[config.mk]
export PLATFORM = sky130hd
export DESIGN_NAME = ppfd_mode_switch
export DESIGN_NICKNAME = d
export VERILOG_FILES = /design/src/rtl/ppfd_pkg.sv /design/src/rtl/ppfd_mode_decode.sv /design/src/rtl/ppfd_pin_mux.sv /design/src/rtl/ppfd_readback.sv /design/src/rtl/ppfd_mode_switch.sv
export SDC_FILE = /design/constraint.sdc
export NUM_CORES = 1
export LEC_CHECK = 0
export BUFFER_PORTS_ARGS = -buffer_cell sky130_fd_sc_hd__buf_2
export CAP_MARGIN = 10
export CORE_ASPECT_RATIO = 2
export CORE_MARGIN = 5
export CORE_UTILIZATION = 24
export DETAILED_ROUTE_END_ITERATION = 8
export PLACE_DENSITY = 0.66
export SYNTH_ARGS = -nofsm -noshare
export SYNTH_HDL_FRONTEND = slang
export SYNTH_SLANG_ARGS = --single-unit
[constraint.sdc]
create_clock -name clk -period 2.36 [get_ports clk]
set_clock_uncertainty 0.2 [all_clocks]
set_input_delay 0.59 -clock clk [delete_from_list [all_inputs] [get_ports clk]]
set_output_delay 0.59 -clock clk [all_outputs]
set_load 0.1 [all_outputs]
[src/rtl/ppfd_pkg.sv]
package ppfd_pkg;

    localparam int FDC_W  = 10;
    localparam int REG_W  = 8;
    localparam int BIT_DS0  = 7;
    localparam int BIT_MTR0 = 8;

    localparam logic [REG_W-1:0] CTRL_IMAGE = 8'h04;
    localparam logic [REG_W-1:0] STAT_IMAGE = 8'h48;

    typedef enum logic [1:0] {
        PM_NORMAL = 2'b00,
        PM_FLP1   = 2'b01,
        PM_FLP2   = 2'b10
    } pmode_e;

    typedef struct packed {
        pmode_e mode;
        logic   active;
        logic   dual;
    } mode_ctl_t;

    typedef struct packed {
        logic [REG_W-1:0] data;
        logic [REG_W-1:0] ctrl;
        logic [REG_W-1:0] stat;
    } regview_t;

    function automatic pmode_e decode_mode(input logic [1:0] f);
        case (f)
            2'b01:   return PM_FLP1;
            2'b10:   return PM_FLP2;
            default: return PM_NORMAL;
        endcase
    endfunction

    function automatic logic drive_routed(input mode_ctl_t m, input logic [1:0] sel);
        if (!m.active) return 1'b0;
        if (m.dual)    return (sel == 2'd0) || (sel == 2'd1);
        return sel == 2'd1;
    endfunction

endpackage

[src/rtl/ppfd_mode_decode.sv]
module ppfd_mode_decode
    import ppfd_pkg::*;
(
    input  logic      clk,
    input  logic      rst,
    input  logic [1:0] mode_field,
    output mode_ctl_t ctl
);
    pmode_e mode_q;

    always_ff @(posedge clk) begin
        if (rst) mode_q <= PM_NORMAL;
        else     mode_q <= decode_mode(mode_field);
    end

    always_comb begin
        ctl.mode   = mode_q;
        ctl.active = (mode_q != PM_NORMAL);
        ctl.dual   = (mode_q == PM_FLP2);
    end

    AST_MODE_FOLLOW: assert property (@(posedge clk) disable iff (rst)
        (mode_field == 2'b01) |=> ctl.active && !ctl.dual);
    AST_RESERVED_NORMAL: assert property (@(posedge clk) disable iff (rst)
        (mode_field == 2'b11) |=> !ctl.active);
    AST_RESET_NORMAL: assert property (@(posedge clk)
        rst |=> !ctl.active);
endmodule

[src/rtl/ppfd_pin_mux.sv]
module ppfd_pin_mux
    import ppfd_pkg::*;
#(
    parameter int PIN_W = 17
) (
    input  logic             clk,
    input  logic             rst,
    input  mode_ctl_t        ctl,
    input  logic             ecp_mode,
    input  logic             dma_en,
    input  logic             irq_float,
    input  logic [1:0]       fdc_drv_sel,
    input  logic [FDC_W-1:0] fdc_sig,
    output logic [FDC_W-1:0] fdc_pad_oe,
    input  logic [PIN_W-1:0] pp_norm_out,
    input  logic [PIN_W-1:0] pp_norm_oe,
    output logic [PIN_W-1:0] pp_pin_out,
    output logic [PIN_W-1:0] pp_pin_oe,
    input  logic             pp_drq_in,
    input  logic             pp_drq_oe_in,
    output logic             pp_drq_out,
    output logic             pp_drq_oe,
    input  logic             pp_irq_in,
    input  logic             pp_irq_oe_in,
    output logic             pp_irq_out,
    output logic             pp_irq_oe,
    input  logic             pad_dack_n,
    output logic             port_dack_n
);
    logic routed;

    always_comb routed = drive_routed(ctl, fdc_drv_sel);
    assign fdc_pad_oe = routed ? '0 : '1;

    for (genvar i = 0; i < PIN_W; i++) begin : g_pin
        logic flp_out, flp_oe;
        if (i < FDC_W) begin : g_fdc
            assign flp_out = fdc_sig[i];
            if (i == BIT_DS0 || i == BIT_MTR0) begin : g_drv0
                assign flp_oe = ctl.dual;
            end else begin : g_common
                assign flp_oe = 1'b1;
            end
        end else begin : g_spare
            assign flp_out = 1'b0;
            assign flp_oe  = 1'b0;
        end
        assign pp_pin_out[i] = ctl.active ? flp_out : pp_norm_out[i];
        assign pp_pin_oe[i]  = ctl.active ? flp_oe  : pp_norm_oe[i];
    end

    always_comb begin
        if (ctl.active) begin
            pp_drq_out  = 1'b0;
            pp_drq_oe   = ecp_mode & dma_en;
            pp_irq_out  = 1'b0;
            pp_irq_oe   = ~irq_float;
            port_dack_n = 1'b1;
        end else begin
            pp_drq_out  = pp_drq_in;
            pp_drq_oe   = pp_drq_oe_in;
            pp_irq_out  = pp_irq_in;
            pp_irq_oe   = pp_irq_oe_in;
            port_dack_n = pad_dack_n;
        end
    end

    AST_DACK_INACTIVE: assert property (@(posedge clk) disable iff (rst)
        ctl.active |-> port_dack_n);
    AST_DRQ_FLOAT: assert property (@(posedge clk) disable iff (rst)
        (ctl.active && !(ecp_mode && dma_en)) |-> !pp_drq_oe);
    AST_DRQ_LOW: assert property (@(posedge clk) disable iff (rst)
        (ctl.active && pp_drq_oe) |-> !pp_drq_out);
    AST_IRQ_INACTIVE: assert property (@(posedge clk) disable iff (rst)
        ctl.active |-> !pp_irq_out);
    AST_NATIVE_RELEASE: assert property (@(posedge clk) disable iff (rst)
        (ctl.active && fdc_drv_sel == 2'd1) |-> (fdc_pad_oe == '0));
    AST_NATIVE_KEPT: assert property (@(posedge clk) disable iff (rst)
        (!ctl.active || fdc_drv_sel[1]) |-> (fdc_pad_oe == '1));
    AST_SPARE_FLOAT: assert property (@(posedge clk) disable iff (rst)
        ctl.active |-> (pp_pin_oe[PIN_W-1:FDC_W] == '0));
endmodule

[src/rtl/ppfd_readback.sv]
module ppfd_readback
    import ppfd_pkg::*;
(
    input  logic             clk,
    input  logic             rst,
    input  mode_ctl_t        ctl,
    input  logic [REG_W-1:0] host_wr_data,
    input  logic             host_wr_en,
    input  regview_t         port_view,
    output regview_t         host_view
);
    logic [REG_W-1:0] data_q;

    always_ff @(posedge clk) begin
        if (rst)             data_q <= '0;
        else if (host_wr_en) data_q <= host_wr_data;
    end

    always_comb begin
        if (ctl.active) begin
            host_view.data = data_q;
            host_view.ctrl = CTRL_IMAGE;
            host_view.stat = STAT_IMAGE;
        end else begin
            host_view = port_view;
        end
    end

    AST_CTRL_IMAGE: assert property (@(posedge clk) disable iff (rst)
        ctl.active |-> (host_view.ctrl[3:0] == 4'b0100));
    AST_STAT_IMAGE: assert property (@(posedge clk) disable iff (rst)
        ctl.active |-> (host_view.stat[7:3] == 5'b01001));
    AST_DATA_RECALL: assert property (@(posedge clk) disable iff (rst)
        (host_wr_en && ctl.mode != PM_NORMAL && $stable(ctl.mode))
        |=> (!ctl.active || host_view.data == $past(host_wr_data)));
endmodule

[src/rtl/ppfd_mode_switch.sv]
module ppfd_mode_switch
    import ppfd_pkg::*;
#(
    parameter int PIN_W = 17
) (
    input  logic             clk,
    input  logic             rst,
    input  logic [1:0]       mode_field,
    input  logic             ecp_mode,
    input  logic             dma_en,
    input  logic             irq_float,
    input  logic [1:0]       fdc_drv_sel,
    input  logic [9:0]       fdc_sig,
    output logic [9:0]       fdc_pad_oe,
    input  logic [PIN_W-1:0] pp_norm_out,
    input  logic [PIN_W-1:0] pp_norm_oe,
    output logic [PIN_W-1:0] pp_pin_out,
    output logic [PIN_W-1:0] pp_pin_oe,
    input  logic             pp_drq_in,
    input  logic             pp_drq_oe_in,
    output logic             pp_drq_out,
    output logic             pp_drq_oe,
    input  logic             pp_irq_in,
    input  logic             pp_irq_oe_in,
    output logic             pp_irq_out,
    output logic             pp_irq_oe,
    input  logic             pad_dack_n,
    output logic             port_dack_n,
    input  logic [7:0]       host_wr_data,
    input  logic             host_wr_en,
    input  logic [7:0]       port_data_rd,
    input  logic [7:0]       port_ctrl_rd,
    input  logic [7:0]       port_stat_rd,
    output logic [7:0]       host_data_rd,
    output logic [7:0]       host_ctrl_rd,
    output logic [7:0]       host_stat_rd
);
    mode_ctl_t ctl;
    regview_t  port_view, host_view;

    assign port_view.data = port_data_rd;
    assign port_view.ctrl = port_ctrl_rd;
    assign port_view.stat = port_stat_rd;
    assign host_data_rd   = host_view.data;
    assign host_ctrl_rd   = host_view.ctrl;
    assign host_stat_rd   = host_view.stat;

    ppfd_mode_decode u_decode (
        .clk(clk), .rst(rst), .mode_field(mode_field), .ctl(ctl)
    );

    ppfd_pin_mux #(.PIN_W(PIN_W)) u_pins (
        .clk(clk), .rst(rst), .ctl(ctl),
        .ecp_mode(ecp_mode), .dma_en(dma_en), .irq_float(irq_float),
        .fdc_drv_sel(fdc_drv_sel), .fdc_sig(fdc_sig), .fdc_pad_oe(fdc_pad_oe),
        .pp_norm_out(pp_norm_out), .pp_norm_oe(pp_norm_oe),
        .pp_pin_out(pp_pin_out), .pp_pin_oe(pp_pin_oe),
        .pp_drq_in(pp_drq_in), .pp_drq_oe_in(pp_drq_oe_in),
        .pp_drq_out(pp_drq_out), .pp_drq_oe(pp_drq_oe),
        .pp_irq_in(pp_irq_in), .pp_irq_oe_in(pp_irq_oe_in),
        .pp_irq_out(pp_irq_out), .pp_irq_oe(pp_irq_oe),
        .pad_dack_n(pad_dack_n), .port_dack_n(port_dack_n)
    );

    ppfd_readback u_regs (
        .clk(clk), .rst(rst), .ctl(ctl),
        .host_wr_data(host_wr_data), .host_wr_en(host_wr_en),
        .port_view(port_view), .host_view(host_view)
    );
endmodule

# Word-level counts from Yosys, hierarchy flattened
# Cells that the tools add are included.
[word_totals] input_bits=91 ff_bits=10 output_inout_bits=73 word_cells=59
[op_classes] n_eq_ne=4 mux=48 bitwise=2 n_reduce_logical=3
[op_table] cell="$mux W1" count=45
[op_table] cell="$mux W24" count=1
[op_table] cell="$mux W10" count=1
[op_table] cell="$eq A2 B1 Y1 const B" count=2
[op_table] cell="$eq A2 B2 Y1 const B" count=2
[op_table] cell="$pmux W2 S2" count=1
[op_table] cell="$logic_not A2 Y1" count=1
[op_table] cell="$reduce_bool A2 Y1" count=1
[op_table] cell="$and A1 B1 Y1" count=1
[op_table] cell="$logic_or A1 B1 Y1" count=1
[op_table] cell="$not A1 Y1" count=1

# Depth between registers and ports, before layout
[depth] depth_word=6 depth_mapped=5 depth_no_buf=2

# Cells and area by module
# Synthesis repeated with hierarchy kept, for this count alone.
[unflattened] hier_cells=120 hier_area_um2=1078.5
[by_module_without_submodules] module="ppfd_readback" cells_per_inst=53 seq_area_each_um2=160.2 area_per_inst_um2=525.5 instances=1
[by_module_without_submodules] module="ppfd_pin_mux" cells_per_inst=61 seq_area_each_um2=0.0 area_per_inst_um2=485.5 instances=1
[by_module_without_submodules] module="ppfd_mode_decode" cells_per_inst=6 seq_area_each_um2=40.0 area_per_inst_um2=67.6 instances=1

# Worst setup path after synthesis
# OpenSTA, ideal clock, no wires.
[synth_path] path_kind="reg2out" from="reg u_decode.mode_q[0]" to="out pp_drq_oe" n_path_buf=1 setup_slack_ns=-1.251 t_arrival_ns=2.821 path_stages_with_launch=4 required_time_ns=1.570 cell_sequence="dfxtp_1 buf_2 or2_2 o21ai_0"
[synth_via] elab_chain_cells=2
[synth_rtl] item="start, declared" line="ppfd_mode_decode.sv:9" source="pmode_e mode_q;"
[synth_rtl] item="start signal, assigned" line="ppfd_mode_decode.sv:13" source="else mode_q <= decode_mode(mode_field);"
[synth_rtl] item="$reduce_bool A2 Y1" line="ppfd_mode_decode.sv:18" source="ctl.active = (mode_q != PM_NORMAL);"
[synth_rtl] item="$mux W1" line="ppfd_pin_mux.sv:53" source="if (ctl.active) begin"
[synth_rtl] item="end, declared" line="ppfd_mode_switch.sv:22" source="output logic pp_drq_oe,"
# Every way passes these cells.

# Worst setup path in the final report
[layout_path] from="reg u_decode.mode_q[0]" to="out pp_pin_out[9]"
[layout_via] elab_chain_cells=2
[layout_rtl] item="$reduce_bool A2 Y1" line="ppfd_mode_decode.sv:18"
[layout_rtl] item="$mux W1" line="ppfd_pin_mux.sv:48" source="assign pp_pin_out[i] = ctl.active ? flp_out : pp_norm_out[i];"
[layout_rtl] item="end, declared" line="ppfd_mode_switch.sv:17" source="output logic [PIN_W-1:0] pp_pin_out,"
# Every way passes these cells.

==> summary.md <==
| Metric | Value |
|---|---|
| GR Util All Layers | 18.74% |
| CP peak stage delay | 0.38 ns |
| Clk pin slew, worst setup/hold paths | 0.04 ns |
| Final TNS setup | 0 ns |
| Cells after synthesis | 119 |
| Die width | 56.18 um |
| Cell family with most CP delay | multiplexers |
| Yosys top cell by area | dfxtp_1 |
| Worst hold path type | reg2reg |
| Via density | 4.422 |
| Total CTS buffers | 3 |
| Yosys cell types | 21 |
| GRT Residual Overflow | 0 |
| DP Worst Slack | 0.1967 ns |
| YS warnings | 0 |
| Share of layout cells above drive strength 1 | 80.29% |
| Seq pwr share | 10.9% |
| Synthesis-stage register bit count | 10 |
| Slew margin rel. | 67.66% |
| Routability cong. | 0.7907 |
| CTS tree | built |
| Crit. End Element | output port |
| Post-synth top area share | 19.56% |
| Combinational power share | 79.1% |
| Signal arrival time at the worst endpoint | 1.55 ns |
| Async SR Flop Fraction | 0% |
| Synth top area cells | dfxtp_1 20%, and2_1 18%, mux2_4 15% |
| Slew Limit Fails | 0 |
| Clk network pwr share | 10.1% |
| Initial Utilization | 24.79% |
| Initial antenna violation count | 0 |
| Setup-failing EPs final | 0 |
| H-Tree Depth | 1 |
| Switching Fraction | 54.38% |
| Routed wire per std cell | 18.48 um |
| Pin count of the biggest net entering global routing | 38 |
| Worst setup margin | 0.01985 ns |
| Dpl cells | 320 |
| Clock Latency Late Sink | 0.23 ns |
| Final Critical Period | 2.340 ns |
| Register area share after synthesis | 19.56% |
| Chip Height | 102.4 um |
| # port buffers | 163 |
| First-pass GRT wire length | 8.293 mm |
| Startpoint Class | register |
| Vias | 1,446 |
| Setup Crit Path Kind | reg2out |
| Worst Path Required | 1.57 ns |
| Synthesized area | 0.001023 mm^2 |
| Pre-antenna DRT Iters | 4 |
| Status | complete, no violations |
| Sw Pwr | 0.9245 mW |
| CP max FO | 10 |
| Fmax | 427.3 MHz |
| WP buf/inv | 2 |
| CP max-delay cell | mux2_2 |
| Hpwl dp | 5.149 mm |
| Worst vdd ir | 409.3 uV |
| Vias in the first global route | 1,540 |
| Max-cap violations | 0 |
| Post-synth EDFFs | 0 |
| Sink Count | 10 |
| Placeable Area | 0.004129 mm^2 |
| Layout area overhead | 196.6% |
| Final std cells w/o fill | 327 |
| Core Rows | 33 |
| Final Hold Fails | 0 |
| Final hold slack | 0.2904 ns |
| RSZ-0062 raised after global routing | true |
| Post-synth top flop | dfxtp_1 |
| Post-layout util | 73.52% |
| Slew @ Worst Pin | 0.4885 ns |
| Pwr dens | 560.1 mW/mm^2 |
| Die ar. | 0.005750 mm^2 |
| Detail Route Antenna Nets | 0 |
| Routed Wire Length | 6.043 mm |
| Most used cell, CP | buf_12 |
| Ports | 164 |
| Cell Chain, Critical Path | nor2_4 > buf_12 > mux2_2 > buf_12 |
| Pleak | 1.539 nW |
| NumNets Final | 367 |
| Maximum clock path buffer count | 2 |
| Period utilization | 99.16% |
| DR DRC count | 0 |
| First-iteration detailed-routing DRC count | 25 |
| Clk root buf | clkbuf_8 |
| Syn Area/Cell | 8.601 um^2 |
| Synth Net Count | 210 |
| Int Power | 0.7757 mW |
through the flow:
stage	instance area, um^2	total power [mW]
global placement	2927	1.505
CTS	2968	1.699
finish	3035	1.700
global route	3033	1.751
detailed placement	2927	1.522
floorplan	1071	1.020
metal layers:
layer	global-route usage, %	up-vias	share of wire, %
li1	-	700	-
met1	17.94	652	31
met2	37.33	88	60
met3	4.551	6	7.8
met4	7.313	0	1.6
met5	0	-	0
cell usage after synthesis, types with 2 or more instances:
cell type,instances
mux2_4,10
mux2i_1,9
buf_2,4
clkbuf_2,2
and2_1,29
clkbuf_1,2
or2_2,2
or3_1,12
nor3b_1,2
nor2_1,12
dfxtp_1,10
mux2_2,8
buf_4,9
worst reg2reg max path, cell delays in order, from the launching register on:
cell,delay (ns)
dfxtp_1,0.30
mux2i_1,0.14
nor2_1,0.06
power by group through the flow:
stage,clock [mW],sequential (mW),combinational (mW)
global route,0.188,0.185,1.38
detailed placement,0,0.188,1.33
CTS,0.178,0.185,1.34
finish,0.171,0.185,1.34
floorplan,0,0.186,0.834
global placement,0,0.188,1.32
flip-flops by register name (all words and copies together) (netlist names):
register	count
u_regs.data_q	8
u_decode.mode_q	2
cell type report:
| cell class | count | area, um^2 |
|---|---|---|
| inverters | 1 | 3.754 |
| fillers | 285 | 1094 |
| flip-flops and latches | 10 | 203.9 |
| multi-input cells | 89 | 740.7 |
| diodes | 1 | 2.502 |
| clock buffers | 3 | 41.29 |
| repair buffers | 171 | 1978 |
| well taps | 52 | 65.06 |
layout by cell type (no fill, tap or decap):
cell type	instances
o211ai_1	1
dfxtp_1	9
diode_2	1
and2_1	9
and2_2	20
o21ai_2	1
mux2i_1	9
nor2_2	2
buf_12	71
mux2_4	10
nor2_4	1
dfxtp_4	1
buf_4	4
clkbuf_16	2
buf_2	93
clkbuf_8	3
nor2_1	10
or2_2	1
or3_1	12
a21oi_4	1
nor3_1	1
inv_1	1
or2_4	1
nor3b_1	2
mux2_2	8
buf_6	1
worst paths after layout:
check	slack [ns]	depth (start not counted)	endpoint	from
min reg2reg	0.29	2	u_regs.data_q[0]	u_regs.data_q[0]
max reg2reg	1.54	2	u_regs.data_q[4]	u_regs.data_q[4]
max	0.02	4	pp_pin_out[9]	u_decode.mode_q[0]
min	0.29	2	u_regs.data_q[0]	u_regs.data_q[0]
timing repair:
action,CTS,global route
endpoints found under the hold margin,0,0
setup endpoints to repair,0,8
hold buffers,0,0
resized for setup,0,3
buffers inserted,0,1
cells by family (layout without fill, tap and decap cells):
group | after synthesis | in the layout | share of synthesized area [%]
AND/OR/NAND/NOR | 59 | 59 | 33.25
multiplexers | 27 | 27 | 32.27
buffers and inverters | 20 | 175 | 13.20
flip-flops | 10 | 10 | 19.56
AO/OA/AOI/OAI | 3 | 3 | 1.711
other | 0 | 1 | 0
No activity file was read; power rests on OpenSTA's default activity.
